--- src/rtl/rxr_pkg.sv ---
package rxr_pkg;
  localparam int AW         = 32;
  localparam int DW         = 32;
  localparam int LENW       = 16;
  localparam int NLANE      = DW / 8;
  localparam int LANEW      = $clog2(NLANE);
  localparam int ERRW       = 5;
  localparam int RING_ALIGN = 4;   // ring base aligned to 2**RING_ALIGN bytes
  localparam int DESC_SHIFT = 3;   // 8-byte descriptors
  localparam int ARM_BIT    = 24;

  // status bit positions (upper half of descriptor word 0)
  localparam int SB_EMPTY = 15;
  localparam int SB_WRAP  = 13;
  localparam int SB_LAST  = 11;
  localparam int SB_BC    = 7;
  localparam int SB_MC    = 6;
  localparam int SB_LG    = 5;
  localparam int SB_NO    = 4;
  localparam int SB_CR    = 2;
  localparam int SB_OV    = 1;
  localparam int SB_TR    = 0;

  typedef enum logic [2:0] {
    ST_IDLE, ST_RD_STAT, ST_WT_STAT, ST_RD_PTR, ST_WT_PTR, ST_FILL, ST_WR_DATA, ST_WR_BACK
  } rxr_state_e;
endpackage

--- src/rtl/rxr_ring.sv ---
module rxr_ring
  import rxr_pkg::*;
#(
  parameter int IDX_W = 12
) (
  input  logic          clk,
  input  logic          rst_n,
  input  logic [AW-1:0] ring_base,
  input  logic          arm,
  input  logic          park,
  input  logic          advance,
  input  logic          wrap,
  output logic [AW-1:0] desc_addr,
  output logic          active
);
  localparam int OFFW = IDX_W + DESC_SHIFT;

  logic [IDX_W-1:0] idx_q;
  logic             active_q;

  always_ff @(posedge clk) begin
    if (!rst_n) begin
      idx_q    <= '0;
      active_q <= 1'b0;
    end else begin
      if (advance) idx_q <= wrap ? '0 : idx_q + 1'b1;
      if (arm)       active_q <= 1'b1;
      else if (park) active_q <= 1'b0;
    end
  end

  logic [OFFW-1:0] off;
  assign off       = {idx_q, {DESC_SHIFT{1'b0}}};
  assign desc_addr = {ring_base[AW-1:RING_ALIGN], {RING_ALIGN{1'b0}}} + AW'(off);
  assign active    = active_q;
endmodule

--- src/rtl/rxr_pack.sv ---
module rxr_pack
  import rxr_pkg::*;
(
  input  logic             clk,
  input  logic             rst_n,
  input  logic             put,
  input  logic [LANEW-1:0] lane,
  input  logic [7:0]       din,
  input  logic             clr,
  output logic [DW-1:0]    word,
  output logic [NLANE-1:0] be
);
  for (genvar g = 0; g < NLANE; g++) begin : g_lane
    always_ff @(posedge clk) begin
      if (!rst_n) begin
        word[g*8 +: 8] <= '0;
        be[g]          <= 1'b0;
      end else if (clr) begin
        be[g] <= 1'b0;
      end else if (put && lane == LANEW'(g)) begin
        word[g*8 +: 8] <= din;
        be[g]          <= 1'b1;
      end
    end
  end
endmodule

--- src/rtl/rx_ring_engine.sv ---
module rx_ring_engine
  import rxr_pkg::*;
#(
  parameter int IDX_W = 12
) (
  input  logic             clk,
  input  logic             rst_n,
  input  logic [AW-1:0]    cfg_ring_base,
  input  logic [LENW-1:0]  cfg_buf_max,
  input  logic             arm_we,
  input  logic [31:0]      arm_wdata,
  input  logic             rx_valid,
  output logic             rx_ready,
  input  logic [7:0]       rx_data,
  input  logic             rx_last,
  input  logic [ERRW-1:0]  rx_err,
  input  logic             rx_bcast,
  input  logic             rx_mcast,
  output logic             mem_req,
  output logic             mem_we,
  output logic [AW-1:0]    mem_addr,
  output logic [DW-1:0]    mem_wdata,
  output logic [NLANE-1:0] mem_be,
  input  logic             mem_ready,
  input  logic             mem_rvalid,
  input  logic [DW-1:0]    mem_rdata
);
  rxr_state_e st, nst;

  logic            wrap_q, trunc_q, done_q, bc_q, mc_q;
  logic [ERRW-1:0] err_q;
  logic [AW-1:0]   buf_ptr;
  logic [LENW-1:0] byte_cnt;

  logic            arm_hit, active, park, advance;
  logic [AW-1:0]   desc_addr;
  logic            unused_arm_bits;

  assign arm_hit         = arm_we && arm_wdata[ARM_BIT];
  assign unused_arm_bits = ^{arm_wdata[31:ARM_BIT+1], arm_wdata[ARM_BIT-1:0]};

  // descriptor status as read back
  logic rd_empty;
  assign rd_empty = mem_rdata[16 + SB_EMPTY];
  assign park     = (st == ST_WT_STAT) && mem_rvalid && !rd_empty;
  assign advance  = (st == ST_WR_BACK) && mem_ready;

  rxr_ring #(.IDX_W(IDX_W)) u_ring (
    .clk       (clk),
    .rst_n     (rst_n),
    .ring_base (cfg_ring_base),
    .arm       (arm_hit),
    .park      (park),
    .advance   (advance),
    .wrap      (wrap_q),
    .desc_addr (desc_addr),
    .active    (active)
  );

  // byte handling
  logic             accept, store_now, pk_put, pk_clr, go_wr;
  logic [LANEW-1:0] lane;
  logic [DW-1:0]    pk_word;
  logic [NLANE-1:0] pk_be;

  assign rx_ready  = (st == ST_FILL);
  assign accept    = rx_ready && rx_valid;
  assign store_now = byte_cnt < cfg_buf_max;
  assign lane      = byte_cnt[LANEW-1:0];
  assign pk_put    = accept && store_now;
  assign pk_clr    = (st == ST_WR_DATA) && mem_ready;
  assign go_wr     = accept && ((pk_put && lane == LANEW'(NLANE-1)) ||
                                (rx_last && (pk_put || pk_be != '0)));

  rxr_pack u_pack (
    .clk   (clk),
    .rst_n (rst_n),
    .put   (pk_put),
    .lane  (lane),
    .din   (rx_data),
    .clr   (pk_clr),
    .word  (pk_word),
    .be    (pk_be)
  );

  // next state
  always_comb begin
    nst = st;
    unique case (st)
      ST_IDLE:    if (active && rx_valid) nst = ST_RD_STAT;
      ST_RD_STAT: if (mem_ready) nst = ST_WT_STAT;
      ST_WT_STAT: if (mem_rvalid) nst = rd_empty ? ST_RD_PTR : ST_IDLE;
      ST_RD_PTR:  if (mem_ready) nst = ST_WT_PTR;
      ST_WT_PTR:  if (mem_rvalid) nst = ST_FILL;
      ST_FILL:    if (accept) nst = go_wr ? ST_WR_DATA : (rx_last ? ST_WR_BACK : ST_FILL);
      ST_WR_DATA: if (mem_ready) nst = done_q ? ST_WR_BACK : ST_FILL;
      ST_WR_BACK: if (mem_ready) nst = ST_IDLE;
      default:    nst = ST_IDLE;
    endcase
  end

  always_ff @(posedge clk) begin
    if (!rst_n) begin
      st       <= ST_IDLE;
      wrap_q   <= 1'b0;
      trunc_q  <= 1'b0;
      done_q   <= 1'b0;
      bc_q     <= 1'b0;
      mc_q     <= 1'b0;
      err_q    <= '0;
      buf_ptr  <= '0;
      byte_cnt <= '0;
    end else begin
      st <= nst;
      if (st == ST_WT_STAT && mem_rvalid && rd_empty)
        wrap_q <= mem_rdata[16 + SB_WRAP];
      if (st == ST_WT_PTR && mem_rvalid) begin
        buf_ptr  <= mem_rdata & ~AW'(NLANE - 1);
        byte_cnt <= '0;
        trunc_q  <= 1'b0;
        done_q   <= 1'b0;
        err_q    <= '0;
        bc_q     <= 1'b0;
        mc_q     <= 1'b0;
      end
      if (accept) begin
        if (store_now) byte_cnt <= byte_cnt + 1'b1;
        else           trunc_q  <= 1'b1;
        if (rx_last) begin
          done_q <= 1'b1;
          err_q  <= rx_err;
          bc_q   <= rx_bcast;
          mc_q   <= rx_mcast;
        end
      end
    end
  end

  // write-back word
  logic [15:0]     wb_status;
  logic [LENW-1:0] last_pos;
  logic [AW-1:0]   data_addr;

  always_comb begin
    wb_status          = '0;
    wb_status[SB_LAST] = 1'b1;
    wb_status[SB_WRAP] = wrap_q;
    wb_status[SB_BC]   = bc_q;
    wb_status[SB_MC]   = mc_q;
    wb_status[SB_LG]   = err_q[4];
    wb_status[SB_NO]   = err_q[3];
    wb_status[SB_CR]   = err_q[2];
    wb_status[SB_OV]   = err_q[1];
    wb_status[SB_TR]   = err_q[0] | trunc_q;
  end

  assign last_pos  = byte_cnt - 1'b1;
  assign data_addr = buf_ptr + AW'({last_pos[LENW-1:LANEW], {LANEW{1'b0}}});

  always_comb begin
    mem_req   = 1'b0;
    mem_we    = 1'b0;
    mem_addr  = desc_addr;
    mem_wdata = '0;
    mem_be    = '0;
    unique case (st)
      ST_RD_STAT: mem_req = 1'b1;
      ST_RD_PTR: begin
        mem_req  = 1'b1;
        mem_addr = desc_addr + AW'(4);
      end
      ST_WR_DATA: begin
        mem_req   = 1'b1;
        mem_we    = 1'b1;
        mem_addr  = data_addr;
        mem_wdata = pk_word;
        mem_be    = pk_be;
      end
      ST_WR_BACK: begin
        mem_req   = 1'b1;
        mem_we    = 1'b1;
        mem_wdata = {wb_status, byte_cnt};
        mem_be    = '1;
      end
      default: ;
    endcase
  end
endmodule

--- config.mk ---
export PLATFORM = sky130hd
export DESIGN_NAME = rx_ring_engine
export DESIGN_NICKNAME = d
export VERILOG_FILES = /design/src/rtl/rxr_pkg.sv /design/src/rtl/rxr_ring.sv /design/src/rtl/rxr_pack.sv /design/src/rtl/rx_ring_engine.sv
export SDC_FILE = /design/constraint.sdc
export NUM_CORES = 1
export LEC_CHECK = 0
export BUFFER_PORTS_ARGS = -buffer_cell sky130_fd_sc_hd__buf_2
export CORE_ASPECT_RATIO = 0.7
export CORE_MARGIN = 2
export CORE_UTILIZATION = 40
export DETAILED_ROUTE_END_ITERATION = 10
export PLACE_DENSITY = 0.67
export SLEW_MARGIN = 20
export SYNTH_ARGS = -nofsm -noshare
export SYNTH_HDL_FRONTEND = slang
export SYNTH_SLANG_ARGS = --single-unit
--- constraint.sdc ---
create_clock -name clk -period 4.8 [get_ports clk]
set_input_delay 0.96 -clock clk [delete_from_list [all_inputs] [get_ports clk]]
set_output_delay 0.96 -clock clk [all_outputs]
set_load 0.03 [all_outputs]
==> reports/metrics.cfg <==
[layout]
fillerInstances=1828
syn_to_final_growth_pct=19.6
final_area_sq_mm=0.00887
final_layout_size_suffix_gt1_share_pct=20.2
nets=1314
fin_util_pct=49.0
fin_cells=1372
layout_common_cells=buf_2, nand2_1, nor2_1
mostFrequentLayoutCell=buf_2

[job]
max_cap_viol_count=0

[critical_path]
cp_cell_sequence=nor4_2, buf_4, nand3_1, nor3_1, xor2_1, ha_1, nand2_1, nor2_1, a211oi_1, buf_4, a21oi_1, xor2_1, mux2_2, buf_2
r2r-end=u_ring.idx_q[11]$_SDFFE_PN0P_
critPathKind=reg2out
crit_buf_inv=3
reg2reg_slack_ns=1.68
worst_path_max_delay_cell=dfxtp_2
crit_path_start_kind=register
reg2reg_from=st[1]$_SDFFE_PN0P_
r2r_cells=6
crit_fanout=8
crit_required_ns=3.84
critical_path.top_delay_family=simple AND/OR/NAND/NOR gates
slowest_delay_ns=0.40
worst_setup_path_end_kind=output pin
arrival_ns=3.60

[power_and_ir_drop]
power_density_mw_per_mm2=214
internal-power_mw=1.36
power_frac_clock_pct=41.3
power_frac_seq_pct=47.6
pwr-share-comb_pct=11.1
p_sw_mw=0.537
leakagePower_nw=3.95
totalPowerFinal_mw=1.90
ir_worst_vdd_mv=0.168
swShare_pct=28.3

[yosys]
synth.avg_cell_area_sq_um=7.58
syn_area_sq_mm=0.00742
ys_ff_latch=108
synth_ff_type=dfxtp_1
synth_cell_types=59
synthArstFlopShare_pct=0
yosys_warnings=0
synth_seq_area_share_pct=29.2
synth-edff-count=0
syn_inst=978

[detailed_routing]
routedWlPerCell_microns=16.4
ant_nets=0
vias=7330
dr.pass1.iters=5
wirelength_mm=22.4
avgViaCountPerCell=5.34
drt-initial-drc-count=527
drc=0

[sta]
finalCritPeriodShare_pct=95.1
drv_slew=0
fin_ws_ns=0.237
setup_viol=0
fin_skew_ns=0.0160
fmax_mhz=219
setup_tns_ns=0
finalHoldViolCount=0
tightest_slew_ns=0.892
holdWs_ns=0.455
relSlewSlack_pct=40.4
fin_crit_ns=4.56
rsz0062_at_grt=false

[place]
placed_area_sq_mm=0.00853
dp_hpwl_mm=16.6
dp_slack_ns=0.380
dp.cells=1354
gp_congestion=0.894
port_buffers=165

[global_routing]
antenna_found_initial=1
grt_pass1_vias=6754
grt_max_degree=49
grt_pass1_wl_mm=35.5
grt_overflow_total=0
grt_usage_pct=22.3

[cts]
hold_buffers=0
insertion_delay_ns=0.37
cts-root-buf=clkbuf_16
cts_buffers=9
clockBufferDepth=2
cts.reportedPaths.clkPinSlew_ns=0.08
numClockSinks=108
htreeDepth=3
cts_tree=yes

[min_path]
hold_path_startpoint=u_pack.word[24]$_SDFFE_PN0P_
hp-class=reg2reg
min_path_cells=2
whs_endpoint=u_pack.word[24]$_SDFFE_PN0P_

[die]
die_h_microns=118
ios=205
die_area_sq_mm=0.0197
fp.dieW_microns=167
floorplan.initialDensity_pct=41.0
rows=41
coreArea_sq_mm=0.0181

[run_status]
outcome=finished, final reports clean

-- timing repair --
item,in CTS,in global routing
setup buffers,0,1
endpoints found under the setup margin,1,18
pin swaps,0,1
gates resized for setup,1,7
-- logic make-up (layout without fill, tap and decap cells) --
family                   Yosys count  after routing  share of synthesized area [%]
AO/OA/AOI/OAI                    201            201                           16.4
XOR/XNOR                          76             76                           8.98
adder cells (fa/ha/maj)           50             50                           8.64
buffers and inverters             89            245                           4.69
flip-flops                       108            108                           29.2
multiplexers                      63             63                           8.55
other                              1              3                         0.0506
AND/OR/NAND/NOR                  390            390                           23.5
-- worst min-delay path: stages (launching register included) --
cell and delay (ns):
dfxtp_1 0.31, nand2_1 0.05, a21oi_1 0.05
-- how the worst max path moves through the flow --
stage	from	endpoint	slack, ns	cells after the start
after floorplan	byte_cnt[3]$_SDFF_PN0_	mem_addr[16]	0.33	13
after CTS	byte_cnt[4]$_SDFF_PN0_	mem_addr[30]	0.18	15
after global routing	byte_cnt[9]$_SDFF_PN0_	mem_addr[23]	0.005	12
after detailed placement	byte_cnt[4]$_SDFF_PN0_	mem_addr[17]	0.38	14
final	byte_cnt[4]$_SDFF_PN0_	mem_addr[30]	0.24	14
after global placement	byte_cnt[4]$_SDFF_PN0_	mem_addr[17]	0.45	14
-- area by class of cell --
type	count	area, sq um	share of cell area (%)
timing repair buffer	191	1020	11.5
multi-input combinational	782	4940	55.7
clock inverter	6	65.1	0.733
clock buffer	10	239	2.69
inverter	38	144	1.62
sequential	108	2160	24.4
tap	236	295	3.33
antenna	1	2.50	0.0282
-- power groups by stage --
stage | registers, mW | clock network [mW] | logic, mW
final | 0.903 | 0.784 | 0.211
after global routing | 0.905 | 0.834 | 0.229
after CTS | 0.903 | 0.795 | 0.210
after detailed placement | 0.925 | 0 | 0.209
after global placement | 0.924 | 0 | 0.208
after floorplan | 0.921 | 0 | 0.126
-- synthesized netlist by cell type (all sizes together) (6+ instances only) --
cell,n,area share (%)
clkbuf,42,2.1
buf,9,0.64
xor2,36,4.3
ha,48,8.1
o21ai,35,2.4
inv,38,1.9
o211ai,14,1.5
a211oi,10,1.2
nor3,21,1.4
mux2i,60,8.1
xnor2,40,4.7
nand2b,6,0.51
and3,15,1.3
nand2,153,7.8
a21o,8,0.81
a21oi,98,6.7
nand3,28,1.9
dfxtp,108,29
or3,7,0.59
nand4,18,1.5
nor2,113,5.7
-- metal layers --
layer	vias up	GRT usage [%]	part of all wire [%]
met3	14	3.63	5.8
li1	3691	-	-
met2	233	31.8	41
met5	-	0	0
met1	3392	34.9	53
met4	0	4.20	0.79
-- sequential cells by signal, indices dropped and copies added (netlist names), 3 cells and up --
| register | cells |
|---|---|
| buf_ptr | 30 |
| byte_cnt | 16 |
| err_q | 5 |
| st | 3 |
| u_pack.be | 4 |
| u_pack.word | 32 |
| u_ring.idx_q | 12 |
(Power assumes the default switching activity.)
